--- config.mk ---
export PLATFORM = sky130hd
export DESIGN_NAME = sysreg_file
export DESIGN_NICKNAME = d
export VERILOG_FILES = /design/src/rtl/sysreg_pkg.sv /design/src/rtl/sysreg_slot.sv /design/src/rtl/sysreg_psw.sv /design/src/rtl/sysreg_cause.sv /design/src/rtl/sysreg_file.sv
export SDC_FILE = /design/constraint.sdc
export NUM_CORES = 1
export LEC_CHECK = 0
export ABC_AREA = 1
export BUFFER_PORTS_ARGS = -buffer_cell sky130_fd_sc_hd__buf_2
export CELL_PAD_IN_SITES_DETAIL_PLACEMENT = 0
export CELL_PAD_IN_SITES_GLOBAL_PLACEMENT = 1
export CORE_ASPECT_RATIO = 0.75
export CORE_MARGIN = 8
export CORE_UTILIZATION = 40
export DETAILED_ROUTE_END_ITERATION = 8
export PLACE_DENSITY_LB_ADDON = 0.1
export SLEW_MARGIN = 20
export SYNTH_ARGS = -nofsm -noshare
export SYNTH_HDL_FRONTEND = slang
export SYNTH_SLANG_ARGS = --single-unit
--- constraint.sdc ---
create_clock -name clk_i -period 1.6 [get_ports clk_i]
set_clock_uncertainty 0.05 [all_clocks]
set_input_delay 0.08 -clock clk_i [delete_from_list [all_inputs] [get_ports clk_i]]
set_output_delay 0.08 -clock clk_i [all_outputs]
set_load 0.01 [all_outputs]
--- src/rtl/sysreg_pkg.sv ---
package sysreg_pkg;
    localparam int XLEN  = 32;
    localparam int IDX_W = 5;
    localparam int NSLOT = 5;

    localparam logic [IDX_W-1:0] IX_SAVE_PC = 5'd0;
    localparam logic [IDX_W-1:0] IX_SAVE_ST = 5'd1;
    localparam logic [IDX_W-1:0] IX_DUP_PC  = 5'd2;
    localparam logic [IDX_W-1:0] IX_DUP_ST  = 5'd3;
    localparam logic [IDX_W-1:0] IX_CAUSE   = 5'd4;
    localparam logic [IDX_W-1:0] IX_STATUS  = 5'd5;
    localparam logic [IDX_W-1:0] IX_CPU_ID  = 5'd6;
    localparam logic [IDX_W-1:0] IX_TASK_CW = 5'd7;
    localparam logic [IDX_W-1:0] IX_CACHE   = 5'd24;
    localparam logic [IDX_W-1:0] IX_TRAP    = 5'd25;
    localparam logic [IDX_W-1:0] IX_SCR     = 5'd29;
    localparam logic [IDX_W-1:0] IX_FIXED30 = 5'd30;
    localparam logic [IDX_W-1:0] IX_ABS     = 5'd31;

    localparam logic [XLEN-1:0] ST_MASK   = 32'h000F_F3FF;
    localparam logic [XLEN-1:0] ADDR_MASK = 32'hFFFF_FFFE;
    localparam logic [XLEN-1:0] ID_CONST  = 32'h0000_5346;
    localparam logic [XLEN-1:0] TCW_CONST = 32'h0000_00E0;
    localparam logic [XLEN-1:0] C30_CONST = 32'h0000_0004;
    localparam logic [XLEN-1:0] RST_PC    = 32'hFFFF_FFF0;
    localparam logic [XLEN-1:0] RST_CAUSE = 32'h0000_FFF0;

    typedef struct packed {
        logic [3:0] ilvl;
        logic np, ep, ae, id;
        logic fro, fiv, fzd, fov, fud, fpr;
        logic cy, ov, s, z;
    } psw_t;

    localparam psw_t PSW_RST = '{ilvl: 4'd0, np: 1'b1, default: 1'b0};

    function automatic logic [XLEN-1:0] psw_pack(input psw_t p);
        return {12'd0, p.ilvl, p.np, p.ep, p.ae, p.id, 2'b00,
                p.fro, p.fiv, p.fzd, p.fov, p.fud, p.fpr,
                p.cy, p.ov, p.s, p.z};
    endfunction

    function automatic psw_t psw_unpack(input logic [XLEN-1:0] w);
        psw_t p;
        p.ilvl = w[19:16];
        p.np = w[15]; p.ep = w[14]; p.ae = w[13]; p.id = w[12];
        p.fro = w[9]; p.fiv = w[8]; p.fzd = w[7];
        p.fov = w[6]; p.fud = w[5]; p.fpr = w[4];
        p.cy = w[3]; p.ov = w[2]; p.s = w[1]; p.z = w[0];
        return p;
    endfunction

    function automatic logic [IDX_W-1:0] slot_idx(input int k);
        case (k)
            0:       return IX_SAVE_PC;
            1:       return IX_SAVE_ST;
            2:       return IX_DUP_PC;
            3:       return IX_DUP_ST;
            default: return IX_TRAP;
        endcase
    endfunction

    function automatic logic [XLEN-1:0] slot_mask(input int k);
        return (k == 1 || k == 3) ? ST_MASK : ADDR_MASK;
    endfunction
endpackage

--- src/rtl/sysreg_slot.sv ---
module sysreg_slot #(
    parameter int               W    = 32,
    parameter logic [W-1:0]     MASK = '1
) (
    input  logic         clk_i,
    input  logic         rst_i,
    input  logic         we_i,
    input  logic [W-1:0] wdata_i,
    output logic [W-1:0] q_o
);
    always_ff @(posedge clk_i) begin
        if (rst_i)     q_o <= '0;
        else if (we_i) q_o <= wdata_i & MASK;
    end

    // bits outside the filter never survive a write
    p_slot_filter_r4: assert property (@(posedge clk_i) disable iff (rst_i)
        we_i |=> ((q_o & ~MASK) == '0 && q_o == ($past(wdata_i) & MASK)));
endmodule

--- src/rtl/sysreg_psw.sv ---
module sysreg_psw import sysreg_pkg::*; (
    input  logic            clk_i,
    input  logic            rst_i,
    input  logic            we_i,
    input  logic [XLEN-1:0] wdata_i,
    output psw_t            psw_o
);
    always_ff @(posedge clk_i) begin
        if (rst_i)     psw_o <= PSW_RST;
        else if (we_i) psw_o <= psw_unpack(wdata_i);
    end

    p_psw_mask_r3: assert property (@(posedge clk_i) disable iff (rst_i)
        we_i |=> psw_pack(psw_o) == ($past(wdata_i) & ST_MASK));

    p_psw_hold_r12: assert property (@(posedge clk_i) disable iff (rst_i)
        !we_i |=> $stable(psw_o));
endmodule

--- src/rtl/sysreg_cause.sv ---
module sysreg_cause import sysreg_pkg::*; (
    input  logic            clk_i,
    input  logic            rst_i,
    input  logic            we_i,
    input  logic            dbg_i,
    input  logic [XLEN-1:0] wdata_i,
    output logic [XLEN-1:0] q_o
);
    logic [15:0] fatal_code;
    logic [15:0] exc_code;

    always_ff @(posedge clk_i) begin
        if (rst_i) begin
            fatal_code <= RST_CAUSE[31:16];
            exc_code   <= RST_CAUSE[15:0];
        end else if (we_i && dbg_i) begin
            fatal_code <= wdata_i[31:16];
            exc_code   <= wdata_i[15:0];
        end
    end

    assign q_o = {fatal_code, exc_code};

    p_cause_dbg_only_r5: assert property (@(posedge clk_i) disable iff (rst_i)
        (we_i && !dbg_i) |=> $stable(q_o));
endmodule

--- src/rtl/sysreg_file.sv ---
module sysreg_file import sysreg_pkg::*; (
    input  logic             clk_i,
    input  logic             rst_i,
    input  logic             wr_en_i,
    input  logic [IDX_W-1:0] wr_idx_i,
    input  logic [XLEN-1:0]  wr_data_i,
    input  logic             dbg_i,
    input  logic [IDX_W-1:0] rd_idx_i,
    output logic [XLEN-1:0]  rd_data_o,
    input  logic             pc_ld_i,
    input  logic [XLEN-1:0]  pc_nxt_i,
    output logic [XLEN-1:0]  pc_o,
    output logic             flg_z_o,
    output logic             flg_s_o,
    output logic             flg_ov_o,
    output logic             flg_cy_o,
    output logic [5:0]       fpf_o,
    output logic             flg_id_o,
    output logic             flg_ae_o,
    output logic             flg_ep_o,
    output logic             flg_np_o,
    output logic [3:0]       ilvl_o
);
    psw_t            psw_q;
    logic [XLEN-1:0] cause_q;
    logic [XLEN-1:0] slot_q [NSLOT];
    logic [XLEN-1:0] scr_q;
    logic [XLEN-1:0] abs_q;
    logic            cache_en_q;
    logic [XLEN-1:0] abs_wval;

    sysreg_psw u_psw (
        .clk_i   (clk_i),
        .rst_i   (rst_i),
        .we_i    (wr_en_i && wr_idx_i == IX_STATUS),
        .wdata_i (wr_data_i),
        .psw_o   (psw_q)
    );

    sysreg_cause u_cause (
        .clk_i   (clk_i),
        .rst_i   (rst_i),
        .we_i    (wr_en_i && wr_idx_i == IX_CAUSE),
        .dbg_i   (dbg_i),
        .wdata_i (wr_data_i),
        .q_o     (cause_q)
    );

    for (genvar g = 0; g < NSLOT; g++) begin : g_slot
        sysreg_slot #(.W(XLEN), .MASK(slot_mask(g))) u_slot (
            .clk_i   (clk_i),
            .rst_i   (rst_i),
            .we_i    (wr_en_i && wr_idx_i == slot_idx(g)),
            .wdata_i (wr_data_i),
            .q_o     (slot_q[g])
        );
    end

    assign abs_wval = (!dbg_i && wr_data_i[XLEN-1]) ? ('0 - wr_data_i) : wr_data_i;

    always_ff @(posedge clk_i) begin
        if (rst_i) begin
            scr_q      <= '0;
            abs_q      <= '0;
            cache_en_q <= 1'b0;
            pc_o       <= RST_PC;
        end else begin
            if (wr_en_i && wr_idx_i == IX_SCR)   scr_q      <= wr_data_i;
            if (wr_en_i && wr_idx_i == IX_ABS)   abs_q      <= abs_wval;
            if (wr_en_i && wr_idx_i == IX_CACHE) cache_en_q <= wr_data_i[1];
            if (pc_ld_i)                         pc_o       <= pc_nxt_i;
        end
    end

    always_comb begin
        rd_data_o = '0;
        case (rd_idx_i)
            IX_CAUSE:   rd_data_o = cause_q;
            IX_STATUS:  rd_data_o = psw_pack(psw_q);
            IX_CPU_ID:  rd_data_o = ID_CONST;
            IX_TASK_CW: rd_data_o = TCW_CONST;
            IX_CACHE:   rd_data_o = {{(XLEN-2){1'b0}}, cache_en_q, 1'b0};
            IX_SCR:     rd_data_o = scr_q;
            IX_FIXED30: rd_data_o = C30_CONST;
            IX_ABS:     rd_data_o = abs_q;
            default: begin
                for (int k = 0; k < NSLOT; k++)
                    if (rd_idx_i == slot_idx(k)) rd_data_o = slot_q[k];
            end
        endcase
    end

    assign flg_z_o  = psw_q.z;
    assign flg_s_o  = psw_q.s;
    assign flg_ov_o = psw_q.ov;
    assign flg_cy_o = psw_q.cy;
    assign fpf_o    = {psw_q.fro, psw_q.fiv, psw_q.fzd, psw_q.fov, psw_q.fud, psw_q.fpr};
    assign flg_id_o = psw_q.id;
    assign flg_ae_o = psw_q.ae;
    assign flg_ep_o = psw_q.ep;
    assign flg_np_o = psw_q.np;
    assign ilvl_o   = psw_q.ilvl;

    p_reset_state_r1: assert property (@(posedge clk_i) disable iff (rst_i)
        $past(rst_i) |-> (pc_o == RST_PC && flg_np_o && cause_q == RST_CAUSE && abs_q == '0));

    p_abs_store_r8: assert property (@(posedge clk_i) disable iff (rst_i)
        (wr_en_i && wr_idx_i == IX_ABS && !dbg_i && wr_data_i[XLEN-1])
        |=> (abs_q + $past(wr_data_i)) == '0);

    p_cache_bit_r7: assert property (@(posedge clk_i) disable iff (rst_i)
        (rd_idx_i == IX_CACHE) |-> (rd_data_o & ~32'h2) == '0);

    p_pc_load_r11: assert property (@(posedge clk_i) disable iff (rst_i)
        pc_ld_i |=> pc_o == $past(pc_nxt_i));

    p_fixed_id_r6: assert property (@(posedge clk_i) disable iff (rst_i)
        (rd_idx_i == IX_CPU_ID) |-> rd_data_o == ID_CONST);
endmodule

# ---- Yosys cells after proc, flatten, opt, wreduce, memory -nomap -nowiden
# Cells that the tools add are included.
dict set report classes {
  add_sub_neg 1
  eq_ne 22
  mux 12
  reduce_logical 15
}
# cell count
set op_table {}
lappend op_table {{case mux 32 bit (8 select lines)} 1}
lappend op_table {{2-to-1 mux 32 bit} 6}
lappend op_table {{== test 5 bit (second input constant)} 8}
lappend op_table {{subtractor 1 x 32 -> 32 bit (first input constant)} 1}
lappend op_table {{== test 5 x 3 -> 1 bit (second input constant)} 6}
lappend op_table {{== test 5 bit} 5}
lappend op_table {{2-to-1 mux 5 bit} 5}
lappend op_table {{logical AND 1 bit} 12}
lappend op_table {{== test 5 x 2 -> 1 bit (second input constant)} 2}
lappend op_table {{OR reduction 8 bit} 1}
lappend op_table {{== test 5 x 1 -> 1 bit (second input constant)} 1}
lappend op_table {{zero test 5 bit} 1}
lappend op_table {{zero test 1 bit} 1}
dict set report totals {
  ff_bits 276
  inputBits 79
  output_inout_bits 82
  word_cells 76
}

# ---- Depth between registers and ports, before layout
# Gate-level depths: netlist of the first run.
dict set report depth {
  ltp_word 10
  mapped_depth 12
  mapped_depth_nobuf 12
}

# ---- Modules after synthesis
# From an unflattened synthesis of the first run, not the netlist that was laid out.
dict set report unflattened {
  cells_unflattened 2217
  area_unflattened_um2 14178.6
}
# mod instances cells_per_inst area_per_inst_um2 seq_area_each_um2
set modules_own_cells {}
lappend modules_own_cells {sysreg_file 1 1069 6442.4 1941.9}
lappend modules_own_cells {{sysreg_slot (g_slot[0].u_slot ...)} 3 199 1311.3 620.6}
lappend modules_own_cells {{sysreg_slot (g_slot[1].u_slot ...)} 2 129 868.3 360.3}
lappend modules_own_cells {sysreg_cause 1 180 1252.5 640.6}
lappend modules_own_cells {sysreg_psw 1 113 813.3 360.3}

# ---- Least setup slack after synthesis of the first run
# No wires, ideal clock.
dict set report synth_path {
  path_kind {input-to-reg}
  startpoint {input wr_data_i[0]}
  endpoint {register abs_q[16]}
  setup_ns 0.115
  t_arrival_ns 1.182
  required_time_ns 1.435
  path_slack_ns 0.253
  stages 11
  path_buffers 0
  cell_sequence {inv_1 ha_1 inv_1 nor2_2 nand2_1 nor2_1 nand2_1 nand3_1 nand2_1 o21ai_0 inv_1}
}
dict set report synth_between {
  elab_chain_len 2
}
# element line_no
set synth_lines {}
lappend synth_lines {{from (decl)} sysreg_file.sv:6} ;# input logic [XLEN-1:0] wr_data_i,
lappend synth_lines {{subtractor 1 x 32 -> 32 bit} sysreg_file.sv:59} ;# assign abs_wval = (!dbg_i && wr_data_i[XLEN-1]) ? ('0 - wr_data_i) : wr_data_i;
lappend synth_lines {{2-to-1 mux 32 bit} sysreg_file.sv:59}
lappend synth_lines {{to (signal assigned)} sysreg_file.sv:69} ;# if (wr_en_i && wr_idx_i == IX_ABS) abs_q <= abs_wval;
lappend synth_lines {{to (decl)} sysreg_file.sv:28} ;# logic [XLEN-1:0] abs_q;
# Every way passes these cells.
# A chain may end at the register's enable or synchronous reset.

# ---- Worst setup path after layout of the first run
dict set report layout_path {
  startpoint {register u_cause.exc_code[6]}
  endpoint {output rd_data_o[6]}
}
dict set report layout_between {
  elab_chain_len 1
}
# element line_no
set layout_lines {}
lappend layout_lines {{from (decl)} sysreg_cause.sv:10} ;# logic [15:0] exc_code;
lappend layout_lines {{from (signal assigned)} sysreg_cause.sv:15} ;# exc_code <= RST_CAUSE[15:0];
lappend layout_lines {{from (signal assigned)} sysreg_cause.sv:18} ;# exc_code <= wdata_i[15:0];
lappend layout_lines {{case mux 32 bit (8 select lines)} sysreg_file.sv:77} ;# case (rd_idx_i)
lappend layout_lines {{to (decl)} sysreg_file.sv:9} ;# output logic [XLEN-1:0] rd_data_o,
# Every way passes these cells.

==> results of run 1 <==
==> power by group <==
group          switching [mW]  internal [mW]
Sequential             0.0699           7.00
Clock                    2.90           4.41
Combinational           0.939          0.619
==> cell families (layout without fill, tap and decap cells) <==
kind of cell / after synthesis / in the layout
xor+xnor: 11 / 11
buf+inv: 277 / 615
compound gates: 555 / 555
flops: 276 / 276
simple gates: 515 / 515
fa+ha+maj: 1 / 1
==> state kept, by name (all words and copies together) (netlist names) <==
| signal | count |
|---|---|
| g_slot.u_slot.q_o | 129 |
| abs_q | 32 |
| pc_o | 32 |
| scr_q | 32 |
| u_psw.psw_o | 18 |
| u_cause.exc_code | 16 |
| u_cause.fatal_code | 16 |
| cache_en_q | 1 |
==> cell type report <==
class	instances	share of cell area, %
multi-input cells	1082	35.6
flip-flops and latches	276	32.7
repair buffers	397	18.9
clock buffers	41	5.07
inverters	167	3.78
well taps	392	2.86
clock inverters	10	0.993
==> final timing paths <==
kind	start	end	slack, ps	cells after the start
setup / recovery	u_cause.exc_code[6]	rd_data_o[6]	-140	5
hold / removal	dbg_i	abs_q[31]	20	4
setup reg to reg	abs_q[28]	abs_q[28]	650	6
hold reg to reg	g_slot[3].u_slot.q_o[1]	g_slot[3].u_slot.q_o[1]	390	2
==> per-stage QoR <==
stage	util [%]	setup WS (ps)	hold slack [ps]	power, mW
after floorplan	-	253	156	7.80
after global placement	48.1	-240	240	8.48
after detailed placement	48.1	-286	245	8.48
after CTS	56.0	-147	8.27	15.9
after global routing	58.7	-182	23.9	16.4
final	58.7	-142	16.6	15.9
==> layer usage <==
metal	vias up	GRT usage, %	part of all wire, %
li1	6147	-	-
met2	558	34.5	39
met1	5973	40.6	50
met5	-	0	0
met4	0	4.69	1.5
met3	50	5.06	9.4
==> cells in the final DEF, fill, tap and decap left out, types with 11 or more instances in the layout <==
cell,count
sky130_fd_sc_hd__nand2_1,256
sky130_fd_sc_hd__dfxtp_1,217
sky130_fd_sc_hd__a21oi_1,212
sky130_fd_sc_hd__o21ai_0,198
sky130_fd_sc_hd__buf_2,153
sky130_fd_sc_hd__buf_4,129
sky130_fd_sc_hd__inv_1,106
sky130_fd_sc_hd__nor2_1,93
sky130_fd_sc_hd__dlygate4sd3_1,70
sky130_fd_sc_hd__nand3_1,56
sky130_fd_sc_hd__dfxtp_2,55
sky130_fd_sc_hd__inv_2,53
sky130_fd_sc_hd__nand2_2,35
sky130_fd_sc_hd__clkbuf_16,33
sky130_fd_sc_hd__a211oi_1,31
sky130_fd_sc_hd__buf_12,26
sky130_fd_sc_hd__a21oi_2,18
sky130_fd_sc_hd__nor2_4,16
sky130_fd_sc_hd__o211ai_1,16
sky130_fd_sc_hd__nand4_1,15
sky130_fd_sc_hd__nor2_2,14
sky130_fd_sc_hd__o21ai_2,14
sky130_fd_sc_hd__buf_6,13
sky130_fd_sc_hd__o21ai_1,12
sky130_fd_sc_hd__clkbuf_8,12
sky130_fd_sc_hd__xor2_1,11
==> worst max-delay path, cell delays in order (launching register included) <==
cell	delay (ps)
sky130_fd_sc_hd__dfxtp_2	340
sky130_fd_sc_hd__a21oi_2	150
sky130_fd_sc_hd__o21ai_2	80
sky130_fd_sc_hd__a221oi_2	220
sky130_fd_sc_hd__nand3_1	110
sky130_fd_sc_hd__buf_2	150
==> repair_timing <==
action                     CTS  global route
hold endpoints to repair   167             5
setup buffers               16            16
pin swaps                   53            80
hold buffers                70             1
resized for setup          165           182
cloned                       0             5
setup endpoints to repair   32            88
==> out/summary.log, run 1 <==
[grt] global-route wire length before repair 71,100 um
[grt] largest net degree at the start of global routing 63
[power] leak pwr 7.22 nW
[cells_and_area] non-filler instance count after layout 2,365
[cells_and_area] area used by sequential logic in the layout 5610 sq um
[placed_design] final weighted congestion in routability-driven placement 0.900
[routing] residual antenna-violating net count after detailed routing 0
[die] placeable core region 29,200 sq um
[worst_hold_path] worst hold path type in -> reg
[routing] count of vias placed by the detailed router 12,700
[critical_path] critical path arrival 1610 ps
[sta] fmax 0.574 GHz
[grt] total congestion overflow 0
[synthesis] flops & latches, synth 276
[cells_and_area] antenna diode count 0
[cells_and_area] area of combinational cells with multiple inputs 6110 sq um
[synthesis] mux share of post-synthesis cell area 0%
[critical_path] CP startpoint kind flip-flop
[sta] slew at the pin closest to its max-slew limit 578 ps
[clocking] Sinks on Clock Net 276
[clocking] number of CTS-inserted buffers 28
[synthesis] Compound-Gate Fraction of Synth Area 25.7%
[die] overall die width 215 um
[synthesis] adder and majority gate portion of the synthesized area 0.105%
[die] row cnt 54
[die] die area 35,500 sq um
[grt] global routing usage summed across all routing layers 25.5%
[synthesis] Post-synth top cells sky130_fd_sc_hd__nand2_1 (295), sky130_fd_sc_hd__dfxtp_1 (276), sky130_fd_sc_hd__a21oi_1 (230)
[sta] time the worst path needs with I/O delays and setup 1740 ps
[grt] number of antenna violations at the first check in global routing 0
[routing] DRT Pass-1 Iters 5
[synthesis] share of the yosys chip area belonging to registers 46.5%
[sta] Final Cycle Share 109%
[placed_design] placed cell count 2,210
[clocking] clock latency on the worst-skew pair 540 ps
[synthesis] cell count after synthesis 1,635
[routing] drt via density 5.38
[clocking] CTS max path bufs 3
[critical_path] data required time of the critical path 1470 ps
[sta] final setup TNS -1090 ps
[routing] Wirelength per Cell 20.8 um
[cells_and_area] layout filler cell count 2,697
[clocking] master cell of the clock root buffer sky130_fd_sc_hd__clkbuf_16
[die] initial core utilization 40.7%
[power] IR drop worst, VDD 0.000675 V
[synthesis] share of the synthesized area in the top cell type 46.5%
[placed_design] dpl hpwl 33,900 um
[sta] final setup violating endpoints 19
[clocking] TritonCTS clock tree yes
[placed_design] cell area after placement 14,000 sq um
[die] die height 165 um
[synthesis] post-synthesis xor/xnor area fraction 0.810%
[clocking] clock transition at the registers of the reported paths 70 ps
[synthesis] number of warnings issued by yosys 0
[synthesis] total nets after synthesis 1,715
[power] PwrDens 930 nW/um^2
[synthesis] simple-gate portion of the synthesized area 17.8%
[status] violations in the final reports negative setup slack
[sta] Final Hold Violating Endpoints 0
[critical_path] type of destination of the critical path primary output
[sta] unrepaired setup endpoints after global routing yes
[synthesis] EDFF count, synth 0
[sta] remaining max-slew budget at the tightest pin 61.5%
[die] number of top-level pins 161
[synthesis] leading post-synthesis cells by cell area sky130_fd_sc_hd__dfxtp_1 (46%), sky130_fd_sc_hd__a21oi_1 (9.7%), sky130_fd_sc_hd__o21ai_0 (9.4%)
[placed_design] number of buffers added on ports 160
[synthesis] fraction of synthesis flops using an asynchronous set or reset pin 0%
[sta] least setup slack across all paths after layout -142 ps
[sta] final max-slew violation count 0
[critical_path] CP Class reg -> out
[synthesis] main combinational cell family by area after synthesis compound AO/OA/AOI/OAI gates
[synthesis] most common cell in the netlist sky130_fd_sc_hd__nand2_1
[synthesis] area of the mapped netlist 11,900 sq um
[critical_path] Crit Path Max Fanout 2
[synthesis] per-instance average area after synthesis 7.27 sq um
[cells_and_area] proportion of layout cells with a drive suffix above 1 33.2%
[cells_and_area] final non-filler cell area 17,100 sq um
[run] MaxCap Viol Count 0
[synthesis] leading register cell type out of synthesis sky130_fd_sc_hd__dfxtp_1
[cells_and_area] net count reported at finish 2,032
[routing] number of violations reported at the end of detailed-routing iteration 0 1,271
[routing] final wirelength 49,300 um
[cells_and_area] Syn-to-layout area delta 44.2%
[synthesis] cell type with the highest aggregate area in the netlist sky130_fd_sc_hd__dfxtp_1
[status] status complete, but fails checks
[clocking] CTS H-tree lvls 1
[grt] via count of the first global-routing pass 11,300
[routing] DRC Markers 0
[synthesis] count of cell types in the netlist 33
Power figures use the tool's default switching activity.
==> run 2: changes to the inputs <==
--- a/config.mk
+++ b/config.mk
@@ -12,6 +12,7 @@
 export CORE_ASPECT_RATIO = 0.75
 export CORE_MARGIN = 8
 export CORE_UTILIZATION = 40
+export CTS_BUF_LIST = sky130_fd_sc_hd__clkbuf_4 sky130_fd_sc_hd__clkbuf_8
 export DETAILED_ROUTE_END_ITERATION = 8
 export PLACE_DENSITY_LB_ADDON = 0.1
 export SLEW_MARGIN = 20
==> out/summary.log, run 2 (synthesized netlist as in run 1, its figures left out) <==
[status] status complete, but fails checks
[sta] Final Cycle Share 111% [+1.7 points]
[die] placeable core region 29,200 sq um [unchanged]
[sta] remaining max-slew budget at the tightest pin 61.3% [-0.18 points]
[sta] fmax 0.566 GHz [-1.5%]
[cells_and_area] highest-count cells in the layout ignoring fill and taps sky130_fd_sc_hd__nand2_1 (258), sky130_fd_sc_hd__a21oi_1 (211), sky130_fd_sc_hd__dfxtp_1 (210)
[critical_path] reg2reg start pc_o[20]
[worst_hold_path] launch instance of the worst min-delay path pc_ld_i
[clocking] CTS max path bufs 3 [unchanged]
[status] violations in the final reports negative setup slack
[cells_and_area] antenna diode count 0 [unchanged]
[critical_path] CP Class reg -> out
[cells_and_area] net count reported at finish 2,078 [+2.3%]
[grt] global-route wire length before repair 72,200 um [+1.6%]
[cells_and_area] most frequent standard cell in the layout excluding fill and tap cells sky130_fd_sc_hd__nand2_1
[critical_path] maximum cell stage delay along the critical path 340 ps [about the same]
[routing] WL met3 4440 um [-4.4%]
[cells_and_area] layout filler cell count 2,729 [+1.2%]
[clocking] number of CTS-inserted buffers 45 [+61%]
[sta] time the worst path needs with I/O delays and setup 1770 ps [+26.7 ps]
[routing] count of vias placed by the detailed router 12,800 [+0.58%]
[routing] number of violations reported at the end of detailed-routing iteration 0 1,283 [+0.94%]
[grt] number of antenna violations at the first check in global routing 1 [+1]
[sta] least setup slack across all paths after layout -168 ps [-26.7 ps]
[placed_design] number of buffers added on ports 160 [unchanged]
[cells_and_area] proportion of layout cells with a drive suffix above 1 33.5% [+0.22 points]
[cells_and_area] final non-filler cell area 17,200 sq um [+0.24%]
[routing] M1 WL 24,700 um [+0.14%]
[power] leak pwr 7.25 nW [+0.38%]
[clocking] Sinks on Clock Net 276 [unchanged]
[routing] Wirelength per Cell 20.1 um [-3.4%]
[clocking] CTS H-tree lvls 2 [+1]
[cells_and_area] Syn-to-layout area delta 44.5%
[clocking] TritonCTS clock tree yes
[cells_and_area] area used by sequential logic in the layout 5620 sq um [+0.16%]
[critical_path] Critical path origin u_cause.exc_code[6]
[worst_hold_path] worst hold path type in -> reg
[power] IR drop worst, VDD 0.000627 V [-7.2%]
[routing] top layer in use met4
[routing] residual antenna-violating net count after detailed routing 0 [unchanged]
[grt] total congestion overflow 0 [unchanged]
[critical_path] Slowest cell on crit path sky130_fd_sc_hd__dfxtp_2
[cells_and_area] area of combinational cells with multiple inputs 6040 sq um [-1.0%]
[sta] Final Hold Violating Endpoints 0 [unchanged]
[placed_design] cell area after placement 14,000 sq um [unchanged]
[power] PwrDens 892 nW/um^2 [-4.0%]
[sta] final setup violating endpoints 20 [+1]
[critical_path] crit-path cells a21oi_2 -> o21ai_2 -> a221oi_2 -> nand3_1 -> buf_2
[die] initial core utilization 40.7% [unchanged]
[critical_path] CP startpoint kind flip-flop
[grt] global routing usage summed across all routing layers 26.1% [+0.54 points]
[critical_path] Crit Path Max Fanout 2 [unchanged]
[die] die area 35,500 sq um [unchanged]
[cells_and_area] max reg flops 129 [unchanged]
[placed_design] pre-CTS setup slack -286 ps [unchanged]
[grt] via count of the first global-routing pass 11,600 [+2.4%]
[sta] unrepaired setup endpoints after global routing yes
[routing] wire length on met2 19,100 um [-1.2%]
[critical_path] critical path arrival 1640 ps [+30 ps]
[routing] drt via density 5.28 [-1.9%]
[placed_design] final weighted congestion in routability-driven placement 0.900 [unchanged]
[grt] largest net degree at the start of global routing 63 [unchanged]
[run] MaxCap Viol Count 0 [unchanged]
[routing] DRC Markers 0 [unchanged]
[routing] final wirelength 48,800 um [-0.95%]
[critical_path] kind of cell with the highest combined delay on the critical path compound AO/OA/AOI/OAI gates
[sta] final max-slew violation count 0 [unchanged]
[power] PnR Total Power 15.3 mW [-3.8%]
[die] overall die width 215 um [unchanged]
[placed_design] dpl hpwl 33,900 um [unchanged]
[die] die height 165 um [unchanged]
[die] row cnt 54 [unchanged]
[clocking] clock transition at the registers of the reported paths 60 ps [about the same]
[clocking] master cell of the clock root buffer sky130_fd_sc_hd__clkbuf_8
[cells_and_area] Reg with most FFs g_slot.u_slot.q_o
[cells_and_area] core utilization of the finished layout 58.9% [+0.14 points]
[clocking] clock latency on the worst-skew pair 570 ps [+30 ps]
[critical_path] type of destination of the critical path primary output
[routing] DRT Pass-1 Iters 5 [unchanged]
[sta] slew at the pin closest to its max-slew limit 581 ps [+2.64 ps]
[die] number of top-level pins 161 [unchanged]
[critical_path] Buf+Inv Stages, Crit Path 1 [unchanged]
[critical_path] data required time of the critical path 1470 ps [about the same]
run 2: worst reg2reg max path: stages (launching register included):
cell and delay (ps):
sky130_fd_sc_hd__dfxtp_1 310, sky130_fd_sc_hd__nand2_1 60, sky130_fd_sc_hd__nand3_1 60, sky130_fd_sc_hd__dlygate4sd3_1 570
run 2: path summary, 6_finish.rpt:
check / endpoint / slack, ps / cells past startpoint
max: rd_data_o[6] / -170 / 5
min: pc_o[0] / 60 / 3
max reg2reg: pc_o[20] / 440 / 3
min reg2reg: g_slot[3].u_slot.q_o[1] / 390 / 2
run 2: what timing repair did:
action / CTS / global route
buffers inserted: 14 / 19
resized for setup: 144 / 188
endpoints found under the hold margin: 226 / 0
endpoints found under the setup margin: 32 / 76
pin swaps: 50 / 77
cloned: 0 / 1
hold buffers: 102 / 0
run 2: stage by stage:
stage	setup TNS, ps	hold slack, ps	cells
floorplan	0	156	1635
global placement	-3240	240	2210
detailed placement	-4150	245	2210
CTS	-3390	34.3	2405
global route	-3170	62.8	2424
finish	-1640	59.2	2424
run 2: layout make-up:
cell class                 instances  area share, %
timing repair buffer             426           19.9
tap                              392           2.86
inverter                         167           3.77
sequential                       276           32.7
multi-input combinational       1082           35.2
clock buffer                      70           5.03
clock inverter                    11          0.568
run 2: where the power goes:
group          internal [mW]  switching, mW  total (mW)  leakage (nW)
sequential              7.00         0.0700        7.07          2.27
clock                   3.62           3.04        6.66         0.507
combinational          0.655          0.934        1.59          4.47
run 2: per-layer routing:
| metal | vias up | track usage (%) |
|---|---|---|
| li1 | 6251 | - |
| met1 | 6003 | 40.2 |
| met2 | 494 | 35.6 |
| met3 | 54 | 6.28 |
| met4 | 0 | 5.68 |
| met5 | - | 0 |
